<file path="src/rtl/txq_pkg.sv">
// Package: shared constants and helpers for the transmit queue block.
// Assumes: start values are 4 bits; the release point is at most 30 words.
package txq_pkg;
    localparam int START_W  = 4;
    localparam int NEED_W   = 6;
    localparam logic [3:0] START_ID_NIBBLE = 4'hA;
    localparam logic CFG_SEL_THR   = 1'b0;
    localparam logic CFG_SEL_START = 1'b1;

    // Words a loading frame needs before release: 1 for S=0, else 2*S.
    function automatic logic [NEED_W-1:0] start_need(input logic [START_W-1:0] s);
        if (s == '0) return NEED_W'(1);
        return {1'b0, s, 1'b0};
    endfunction
endpackage

</file>
<file path="src/rtl/txq_store.sv">
// Module: txq_store
// Circular word storage with end-of-frame marks. Output is shown ahead.
// Assumes: the caller gates rd_en with the frame-release state; writes when
// full and reads when empty are dropped here.
module txq_store #(
    parameter int DATA_W = 32,
    parameter int DEPTH  = 64,
    localparam int PTR_W = $clog2(DEPTH),
    localparam int CNT_W = $clog2(DEPTH + 1)
) (
    input  logic              clk,
    input  logic              rst_n,
    input  logic              wr_en,
    input  logic [DATA_W-1:0] wr_data,
    input  logic              wr_last,
    input  logic              rd_en,
    output logic [DATA_W-1:0] rd_data,
    output logic              rd_last,
    output logic              wr_ok,
    output logic              rd_ok,
    output logic              empty,
    output logic [CNT_W-1:0]  count
);
    logic [DATA_W:0]  mem [DEPTH];
    logic [PTR_W-1:0] wr_ptr, rd_ptr;
    logic             full;

    assign full    = (count == CNT_W'(DEPTH));
    assign empty   = (count == '0);
    assign wr_ok   = wr_en && !full;
    assign rd_ok   = rd_en && !empty;
    assign rd_data = mem[rd_ptr][DATA_W-1:0];
    assign rd_last = mem[rd_ptr][DATA_W];

    // Next pointer position with wrap at DEPTH.
    function automatic logic [PTR_W-1:0] bump(input logic [PTR_W-1:0] p);
        return (p == PTR_W'(DEPTH - 1)) ? '0 : p + 1'b1;
    endfunction

    // Storage array write; not reset.
    always_ff @(posedge clk) begin
        if (wr_ok) mem[wr_ptr] <= {wr_last, wr_data};
    end

    // Pointer and occupancy update.
    always_ff @(posedge clk) begin
        if (!rst_n) begin
            wr_ptr <= '0;
            rd_ptr <= '0;
            count  <= '0;
        end else begin
            if (wr_ok) wr_ptr <= bump(wr_ptr);
            if (rd_ok) rd_ptr <= bump(rd_ptr);
            case ({wr_ok, rd_ok})
                2'b10:   count <= count + 1'b1;
                2'b01:   count <= count - 1'b1;
                default: count <= count;
            endcase
        end
    end

    AST_NO_OVERFLOW: assert property (@(posedge clk) disable iff (!rst_n)
        count <= CNT_W'(DEPTH));
    AST_FULL_WRITE_DROPPED: assert property (@(posedge clk) disable iff (!rst_n)
        (full && wr_en && !rd_en) |=> $stable(count));
    AST_EMPTY_READ_DROPPED: assert property (@(posedge clk) disable iff (!rst_n)
        (empty && rd_en && !wr_en) |=> $stable(count));
endmodule

</file>
<file path="src/rtl/txq_start_gate.sv">
// Module: txq_start_gate
// Decides whether the head word may be offered to the MAC side. Complete
// frames are always offered. The frame still loading is offered once its
// word count reaches the release point captured at its first word, or once
// its end mark is written.
// Assumes: push/pop are accepted transfers from the storage.
module txq_start_gate #(
    parameter int CNT_W = 7
) (
    input  logic                        clk,
    input  logic                        rst_n,
    input  logic [txq_pkg::START_W-1:0] start_val,
    input  logic                        push,
    input  logic                        push_last,
    input  logic                        pop,
    input  logic                        pop_last,
    input  logic                        empty,
    output logic                        avail
);
    import txq_pkg::*;

    localparam int CMP_W = (CNT_W > NEED_W) ? CNT_W : NEED_W;

    logic [CNT_W-1:0]  load_cnt;
    logic [CNT_W-1:0]  frames_q;
    logic [NEED_W-1:0] need_q;
    logic              part_rel;
    logic [NEED_W-1:0] need_eff;
    logic [CMP_W-1:0]  load_next;

    // Release point: live value at the first word, captured value afterwards.
    always_comb begin
        need_eff  = (load_cnt == '0) ? start_need(start_val) : need_q;
        load_next = CMP_W'(load_cnt) + 1'b1;
    end

    assign avail = !empty && ((frames_q != '0) || part_rel);

    // Loading-frame count, captured release point and release flag.
    always_ff @(posedge clk) begin
        if (!rst_n) begin
            load_cnt <= '0;
            need_q   <= '0;
            part_rel <= 1'b0;
        end else if (push) begin
            if (push_last) begin
                load_cnt <= '0;
                part_rel <= 1'b0;
            end else begin
                load_cnt <= load_cnt + 1'b1;
                if (load_cnt == '0) need_q <= need_eff;
                if (load_next >= CMP_W'(need_eff)) part_rel <= 1'b1;
            end
        end
    end

    // Number of complete frames held in storage.
    always_ff @(posedge clk) begin
        if (!rst_n) begin
            frames_q <= '0;
        end else begin
            case ({push && push_last, pop && pop_last})
                2'b10:   frames_q <= frames_q + 1'b1;
                2'b01:   frames_q <= frames_q - 1'b1;
                default: frames_q <= frames_q;
            endcase
        end
    end

    AST_RELEASE_STICKY: assert property (@(posedge clk) disable iff (!rst_n)
        (part_rel && !(push && push_last)) |=> part_rel);
    AST_LAST_POP_IS_COMPLETE: assert property (@(posedge clk) disable iff (!rst_n)
        (pop && pop_last) |-> (frames_q != '0));
endmodule

</file>
<file path="src/rtl/txq_ready_flags.sv">
// Module: txq_ready_flags
// Registered receive-ready and transmit-ready flags from the threshold byte.
// Each nibble n encodes a level of n+1 double words.
// Assumes: tx_count is the registered storage occupancy.
module txq_ready_flags #(
    parameter int DEPTH = 64,
    parameter int CNT_W = 7,
    parameter int RXL_W = 7
) (
    input  logic             clk,
    input  logic             rst_n,
    input  logic [7:0]       thr,
    input  logic [RXL_W-1:0] rx_level,
    input  logic [CNT_W-1:0] tx_count,
    output logic             rx_ready,
    output logic             tx_ready
);
    localparam int FW = CNT_W + 1;
    localparam int RW = ((RXL_W > 4) ? RXL_W : 4) + 1;

    logic [FW-1:0] tx_free;
    logic [FW-1:0] tx_need;
    logic [RW-1:0] rx_need;
    logic          rx_hit, tx_hit;

    // Level comparisons against nibble plus one.
    always_comb begin
        tx_free = FW'(DEPTH) - FW'(tx_count);
        tx_need = FW'(thr[3:0]) + 1'b1;
        rx_need = RW'(thr[7:4]) + 1'b1;
        rx_hit  = RW'(rx_level) >= rx_need;
        tx_hit  = tx_free >= tx_need;
    end

    // Flag registers.
    always_ff @(posedge clk) begin
        if (!rst_n) begin
            rx_ready <= 1'b0;
            tx_ready <= 1'b0;
        end else begin
            rx_ready <= rx_hit;
            tx_ready <= tx_hit;
        end
    end

    AST_RX_READY_LAG: assert property (@(posedge clk) disable iff (!rst_n)
        (RW'(rx_level) < RW'(thr[7:4]) + 1'b1) |=> !rx_ready);
    AST_TX_READY_FULL: assert property (@(posedge clk) disable iff (!rst_n)
        (tx_count == CNT_W'(DEPTH)) |=> !tx_ready);
endmodule

</file>
<file path="src/rtl/txq_cfg_regs.sv">
// Module: txq_cfg_regs
// Holds the threshold byte and the 4-bit start value. The start register
// reads back a fixed identity nibble in its upper half.
// Assumes: single-cycle write strobe; reads are combinational.
module txq_cfg_regs (
    input  logic                        clk,
    input  logic                        rst_n,
    input  logic                        cfg_wr_en,
    input  logic                        cfg_addr,
    input  logic [7:0]                  cfg_wr_data,
    output logic [7:0]                  cfg_rd_data,
    output logic [7:0]                  thr_q,
    output logic [txq_pkg::START_W-1:0] start_q
);
    import txq_pkg::*;

    // Register writes.
    always_ff @(posedge clk) begin
        if (!rst_n) begin
            thr_q   <= '0;
            start_q <= '0;
        end else if (cfg_wr_en) begin
            if (cfg_addr == CFG_SEL_THR) thr_q <= cfg_wr_data;
            else                         start_q <= cfg_wr_data[START_W-1:0];
        end
    end

    // Read multiplexer.
    always_comb begin
        if (cfg_addr == CFG_SEL_START) cfg_rd_data = {START_ID_NIBBLE, start_q};
        else                           cfg_rd_data = thr_q;
    end
endmodule

</file>
<file path="src/rtl/txq_threshold_gate.sv">
// Module: txq_threshold_gate (top)
// Transmit queue with ready flags and a frame-start gate. Ties the storage,
// the release logic, the flag registers and the settings together.
// Assumes: DEPTH is at least 30 so the largest release point is reachable.
module txq_threshold_gate #(
    parameter int DATA_W = 32,
    parameter int DEPTH  = 64,
    localparam int CNT_W = $clog2(DEPTH + 1),
    localparam int RXL_W = $clog2(DEPTH + 1)
) (
    input  logic              clk,
    input  logic              rst_n,
    input  logic              host_wr_en,
    input  logic [DATA_W-1:0] host_wr_data,
    input  logic              host_wr_last,
    input  logic              mac_rd_en,
    output logic              mac_avail,
    output logic [DATA_W-1:0] mac_rd_data,
    output logic              mac_rd_last,
    input  logic [RXL_W-1:0]  rx_level,
    output logic              rx_ready,
    output logic              tx_ready,
    input  logic              cfg_wr_en,
    input  logic              cfg_addr,
    input  logic [7:0]        cfg_wr_data,
    output logic [7:0]        cfg_rd_data
);
    import txq_pkg::*;

    logic [7:0]         thr_q;
    logic [START_W-1:0] start_q;
    logic               wr_ok, rd_ok, st_empty, rd_gated;
    logic [CNT_W-1:0]   st_count;

    assign rd_gated = mac_rd_en && mac_avail;

    txq_cfg_regs u_cfg (
        .clk(clk), .rst_n(rst_n),
        .cfg_wr_en(cfg_wr_en), .cfg_addr(cfg_addr), .cfg_wr_data(cfg_wr_data),
        .cfg_rd_data(cfg_rd_data), .thr_q(thr_q), .start_q(start_q)
    );

    txq_store #(.DATA_W(DATA_W), .DEPTH(DEPTH)) u_store (
        .clk(clk), .rst_n(rst_n),
        .wr_en(host_wr_en), .wr_data(host_wr_data), .wr_last(host_wr_last),
        .rd_en(rd_gated), .rd_data(mac_rd_data), .rd_last(mac_rd_last),
        .wr_ok(wr_ok), .rd_ok(rd_ok), .empty(st_empty), .count(st_count)
    );

    txq_start_gate #(.CNT_W(CNT_W)) u_gate (
        .clk(clk), .rst_n(rst_n), .start_val(start_q),
        .push(wr_ok), .push_last(host_wr_last),
        .pop(rd_ok), .pop_last(mac_rd_last),
        .empty(st_empty), .avail(mac_avail)
    );

    txq_ready_flags #(.DEPTH(DEPTH), .CNT_W(CNT_W), .RXL_W(RXL_W)) u_flags (
        .clk(clk), .rst_n(rst_n), .thr(thr_q),
        .rx_level(rx_level), .tx_count(st_count),
        .rx_ready(rx_ready), .tx_ready(tx_ready)
    );

    AST_NO_POP_WHILE_HELD: assert property (@(posedge clk) disable iff (!rst_n)
        (mac_rd_en && !mac_avail) |=> $stable(mac_rd_data));
endmodule

</file>
<file path="config.mk">
export PLATFORM = sky130hd
export DESIGN_NAME = txq_threshold_gate
export DESIGN_NICKNAME = d
export VERILOG_FILES = /design/src/rtl/txq_pkg.sv /design/src/rtl/txq_store.sv /design/src/rtl/txq_start_gate.sv /design/src/rtl/txq_ready_flags.sv /design/src/rtl/txq_cfg_regs.sv /design/src/rtl/txq_threshold_gate.sv
export SDC_FILE = /design/constraint.sdc
export NUM_CORES = 2
export LEC_CHECK = 0
export CORE_MARGIN = 2
export CORE_UTILIZATION = 25
export CTS_CLUSTER_SIZE = 14
export DETAILED_ROUTE_END_ITERATION = 7
export SLEW_MARGIN = 20
export SYNTH_ARGS = -nofsm -noshare
export SYNTH_HDL_FRONTEND = slang
export SYNTH_HIERARCHICAL = 1
export SYNTH_SLANG_ARGS = --single-unit
</file>
<file path="constraint.sdc">
create_clock -name clk -period 6 [get_ports clk]
set_clock_uncertainty 0.2 [all_clocks]
set_input_delay 0.9 -clock clk [delete_from_list [all_inputs] [get_ports clk]]
set_output_delay 0.9 -clock clk [all_outputs]
set_load 0.01 [all_outputs]
</file>
Word level (Yosys, flattened, before mapping)
Memories as Yosys holds them, arrays and structs flattened. A register that Yosys moved wholly into a read port is not among the register bits. Index checks and enable logic that the tools add are counted.

Logic and storage cells: 70. RAM bits: 2112. Register bits: 54. Memories: 1. Output and inout port bits: 44.

Bitwise operators: 2. Equal/unequal tests: 7. Add/subtract/negate cells: 10. Reduce and logical (&&, ||, !) cells: 20. Muxes and demuxes: 16. Magnitude comparators: 3.

Memory list: u_store.mem (depth 64, bits a word 33, rd ports 1, clocked after memory_dff 1, wr ports 1, RTL line txq_store.sv:24) `logic [DATA_W:0] mem [DEPTH];`.

Operators by type and width (count): 6-bit two-way mux (7); 7-bit one-hot mux with 2 select lines (2); 7-bit by 1-bit adder with 7-bit output, second input constant (3); 7-bit zero test (2); 7-bit by 1-bit subtractor with 7-bit output, second input constant (2); 6-bit by 1-bit adder with 6-bit output, second input constant (2); 6-bit equality test, second input constant (2); 4-bit by 1-bit adder with 5-bit output, second input constant (2); 7-bit by 8-bit >= comparator with 1-bit output (1); 8-bit >= comparator (1); 8-bit two-way mux (1); 7-bit by 7-bit subtractor with 8-bit output, first input constant (1); 7-bit equality test, second input constant (1); 7-bit by 6-bit >= comparator with 1-bit output (1); 7-bit two-way mux (1); 7-bit nonzero test (1); 1-bit logical AND (6); 2-bit AND reduction (3); 2-bit nonzero test (3); 1-bit two-way mux (5); 2-bit by 1-bit equality test with 1-bit output, second input constant (2); 2-bit equality test, second input constant (2); 4-bit zero test (1); 3-bit AND reduction (1); other kinds (3) (5).

Depth between registers and ports, before layout
Depth after elaboration: 8. Mapped depth: 17. Gate-level depth less buffers: 14.

By module
The synthesis kept the hierarchy.

Modules (own cells, without submodules): txq_store (instances 1, cells an instance 3691, sequential area each 63921.3 µm², area an instance 81660.8 µm²); txq_start_gate (instances 1, cells an instance 157, sequential area each 420.4 µm², area an instance 1393.8 µm²); txq_cfg_regs (instances 1, cells an instance 59, sequential area each 240.2 µm², area an instance 565.5 µm²); txq_ready_flags (instances 1, cells an instance 56, sequential area each 40.0 µm², area an instance 450.4 µm²); txq_threshold_gate (instances 1, cells an instance 1, sequential area each 0.0 µm², area an instance 6.3 µm²).

Least setup slack after synthesis
Ideal clock, no wire load.

Path kind: input -> register. From: input host_wr_en. To: memory u_store/mem[31][0] (netlist name), enable pin. Library setup time: 0.425 ns. Buffers on the path: 0. Required time: 5.375 ns. Cell stages on the path: 4. Data arrival time: 3.135 ns. Slack: 2.240 ns. Cell sequence: inv_1 a311oi_2 nand3_1 nor2_1.

Cells in the longest elaborated chain, start to end: 3.

RTL lines: from (decl) (RTL line txq_threshold_gate.sv:13) `input logic host_wr_en,`; 1-bit logical AND (RTL line txq_store.sv:30) `assign wr_ok = wr_en && !full;`; 1-bit two-way mux (RTL line txq_store.sv:42) `if (wr_ok) mem[wr_ptr] <= {wr_last, wr_data};`; 1-bit two-way mux (not written as such) (RTL line txq_store.sv:42); to (decl) (RTL line txq_store.sv:24).

No other way between the ends.

==> impl_metrics.prom <==
# TYPE chip_impl_metric gauge
chip_impl_metric{name="setup_total_negative_slack",unit="ns"} 0
chip_impl_info{name="crit_chain",value="buf_12 > nand3b_1 > o221ai_1 > o22ai_2 > and3_1 > clkdlybuf4s50_1"} 1
chip_impl_metric{name="gp_congestion",unit=""} 0.8105
chip_impl_metric{name="synth-seq-cells",unit=""} 2172
chip_impl_metric{name="post_synth_instance_area",unit="mm2"} 0.08408
chip_impl_metric{name="synth.top_cell.area_share",unit="%"} 75.43
chip_impl_metric{name="core",unit="mm2"} 0.3342
chip_impl_metric{name="max_stage_delay",unit="ns"} 0.84
chip_impl_info{name="holdCritPathClass",value="flip-flop to flip-flop"} 1
chip_impl_metric{name="layout.nets",unit=""} 4347
chip_impl_metric{name="worst_slew_pin_slew",unit="ns"} 1.101
chip_impl_metric{name="synth_async_sr_flop_share",unit="%"} 0
chip_impl_metric{name="dp_hpwl",unit="um"} 136500
chip_impl_metric{name="cts-htree-levels",unit=""} 4
chip_impl_metric{name="postLayoutCellArea",unit="mm2"} 0.09846
chip_impl_metric{name="route.detailed.vias_per_inst",unit=""} 4.809
chip_impl_metric{name="final_period_minus_worst_setup_slack",unit="ns"} 5.812
chip_impl_metric{name="antenna_left",unit=""} 0
chip_impl_metric{name="design.portCount",unit=""} 98
chip_impl_metric{name="max-cap-violations",unit=""} 0
chip_impl_metric{name="grt_pass1_vias",unit=""} 42540
chip_impl_metric{name="total_power",unit="mW"} 31.02
chip_impl_metric{name="area_overhead_of_the_layout_relative_to_synthesis",unit="%"} 17.11
chip_impl_metric{name="synth-warning-count",unit=""} 6
chip_impl_info{name="mostFrequentLayoutCells",value="edfxtp_1 (2112), mux4_2 (506), clkbuf_16 (212)"} 1
chip_impl_metric{name="cp_max_fo",unit=""} 29
chip_impl_metric{name="initial_utilization",unit="%"} 25.16
chip_impl_metric{name="clk_latency",unit="ns"} 0.85
chip_impl_metric{name="clock_slew_at_reported_path_ffs",unit="ns"} 0.06
chip_impl_info{name="critPathLaunchType",value="flip-flop"} 1
chip_impl_metric{name="synth.net_count",unit=""} 4051
chip_impl_info{name="status",value="completed"} 1
chip_impl_metric{name="detail_route.drc_violations",unit=""} 0
chip_impl_info{name="crit_type",value="flip-flop to primary output"} 1
chip_impl_metric{name="fin_hold_ws",unit="ns"} 0.2811
chip_impl_metric{name="vdd_ir_drop_max",unit="mV"} 0.2776
chip_impl_metric{name="die_w",unit="um"} 583.9
chip_impl_metric{name="cp.arrival",unit="ns"} 4.71
chip_impl_metric{name="clock_sinks",unit=""} 2172
chip_impl_metric{name="fmax",unit="MHz"} 172.1
chip_impl_metric{name="detailedRoute.firstPassIterationCount",unit=""} 5
chip_impl_metric{name="worstPathRequired",unit="ns"} 4.90
chip_impl_metric{name="chipHeight",unit="um"} 583.9
chip_impl_info{name="grt_setup_unrepaired",value="no"} 1
chip_impl_metric{name="syn_area_per_cell",unit="um2"} 21.21
chip_impl_info{name="critical-path-slowest-cell",value="o221ai_1"} 1
chip_impl_metric{name="final_util",unit="%"} 29.46
chip_impl_info{name="synthFlopType",value="edfxtp_1"} 1
chip_impl_metric{name="setup_viol",unit=""} 0
chip_impl_metric{name="pre_cts_ws",unit="ns"} 0.5196
chip_impl_metric{name="clock_path_buffers",unit=""} 3
chip_impl_metric{name="final.period_utilization",unit="%"} 96.86
chip_impl_metric{name="setup_slack",unit="ns"} 0.1883
chip_impl_metric{name="power.leakage",unit="nW"} 29.08
chip_impl_metric{name="row_count",unit=""} 212
chip_impl_metric{name="die-area",unit="mm2"} 0.3410
chip_impl_metric{name="synth_seq_area_share",unit="%"} 76.86
chip_impl_metric{name="dp.cells",unit=""} 8432
chip_impl_metric{name="drt-initial-drc-count",unit=""} 5370
chip_impl_info{name="end_kind",value="primary output"} 1
chip_impl_metric{name="slew_viol_final",unit=""} 0
chip_impl_metric{name="global_route.usage.total",unit="%"} 12.95
chip_impl_info{name="cts_root_buffer",value="clkbuf_16"} 1
chip_impl_metric{name="report.final.hold_viol_count",unit=""} 0
chip_impl_metric{name="synth_cell_type_count",unit=""} 72
chip_impl_metric{name="post_route_cells_drive_above_1_share",unit="%"} 26.70
chip_impl_info{name="synthDominantAreaCellType",value="edfxtp_1"} 1
chip_impl_info{name="cts_tree",value="yes"} 1
chip_impl_info{name="mostFrequentLayoutCell",value="edfxtp_1"} 1
chip_impl_metric{name="route.final.wire_length",unit="um"} 225200
chip_impl_metric{name="grt.overflow.total",unit=""} 0
chip_impl_metric{name="route.detailed.wl_per_inst",unit="um"} 25.50
chip_impl_metric{name="synth_enable_flop_cells",unit=""} 2112
chip_impl_metric{name="placed_cell_area",unit="mm2"} 0.09147
chip_impl_metric{name="final-instance-count-excl-fill",unit=""} 8831
chip_impl_metric{name="via_total_after_detailed_routing",unit=""} 42470
chip_impl_info{name="most_area_consuming_cells_after_synthesis",value="edfxtp_1 (75%), mux4_2 (14%), dfxtp_1 (1.4%)"} 1
chip_impl_metric{name="grt_antenna_before_repair",unit=""} 32
chip_impl_metric{name="grt_pass1_wl",unit="um"} 320400
chip_impl_metric{name="netlist_instances",unit=""} 3964
chip_impl_metric{name="cts_buffers",unit=""} 212
chip_impl_metric{name="pd_cells",unit="mW/mm2"} 315.1
chip_impl_metric{name="io_buffers",unit=""} 97
chip_impl_metric{name="grt_start_max_net_pins",unit=""} 75
chip_impl_metric{name="slew_headroom",unit="%"} 26.41
chip_impl_info{name="min_from",value="u_gate/frames_q[6]"} 1
cells by family (layout without fill, tap and decap cells):
family,count (synthesis),after routing,share of synthesized area [%]
compound gates,351,351,2.935
xor+xnor,27,27,0.2813
fa+ha+maj,33,33,0.5000
buf+inv,247,722,1.591
flops,2172,2172,76.86
mux,585,585,14.55
other cells,0,5,0
simple gates,549,549,3.283
layout make-up:
cell class	instances	area [um2]
Antenna cell	5	12.51
Clock buffer	259	5512
Clock inverter	134	1418
Fill cell	32330	235800
Inverter	19	71.32
Multi-Input combinational cell	1545	18660
Sequential cell	2172	64640
Tap cell	4387	5489
Timing Repair Buffer	310	2668
flip-flops by register name (all words and copies together) (netlist names), named ones only:
register	cells
u_store/count	7
u_store/wr_ptr	6
u_flags/tx_ready	1
u_flags/rx_ready	1
u_gate/part_rel	1
u_gate/need_q	6
u_gate/load_cnt	7
u_store/rd_ptr	6
u_gate/frames_q	7
u_cfg/start_q	4
u_store/mem	2112
u_cfg/thr_q	8
path summary, 6_finish.rpt:
path | end | slack [ns] | cells after the start
worst max-delay path | mac_rd_data[8] | 0.19 | 6
worst min-delay path | u_gate/frames_q[6] | 0.28 | 2
worst min register to register | u_gate/frames_q[6] | 0.28 | 2
worst max register to register | u_gate/frames_q[6] | 1.07 | 14
synthesized netlist by cell type, types with 35 or more instances:
| library cell | number |
|---|---|
| a21oi_1 | 46 |
| a22oi_1 | 55 |
| buf_2 | 46 |
| clkbuf_1 | 93 |
| dfxtp_1 | 60 |
| edfxtp_1 | 2112 |
| mux2_2 | 35 |
| mux2i_1 | 42 |
| mux4_2 | 506 |
| nand2_1 | 149 |
| nand3_1 | 69 |
| nand4_1 | 58 |
| nor2_1 | 102 |
| nor2b_1 | 49 |
| o21ai_0 | 37 |
| o221ai_1 | 52 |
| o22ai_1 | 70 |
what timing repair did:
item                                    in CTS  in global routing
setup buffers                                1                  0
hold buffers                                 0                  0
pin swaps                                    0                  0
resized for setup                            5                  1
endpoints found under the setup margin      10                  1
routing by layer:
layer / vias up / GRT usage, % / routed length, um
met1: 22920 / 17.43 / 91620
met2: 1943 / 21.09 / 108200
met4: 24 / 3.551 / 6105
li1: 17240 / - / -
met5: - / 0 / 156
met3: 342 / 2.771 / 19120
worst max-delay path, delay by kind of cell, from the launching register on:
family / cells / cell delay (ns)
AO/OA/AOI/OAI: 2 / 1.22
AND/OR/NAND/NOR: 2 / 1.06
buffers and inverters: 2 / 0.83
flip-flops: 1 / 0.72
where the power goes:
part	total [mW]	internal [mW]	switching (mW)
logic	1.10	0.433	0.664
registers	16.7	16.7	0.0378
clock network	13.2	7.44	5.77
total	31.0	24.6	6.47
Power figures use the tool's default switching activity.
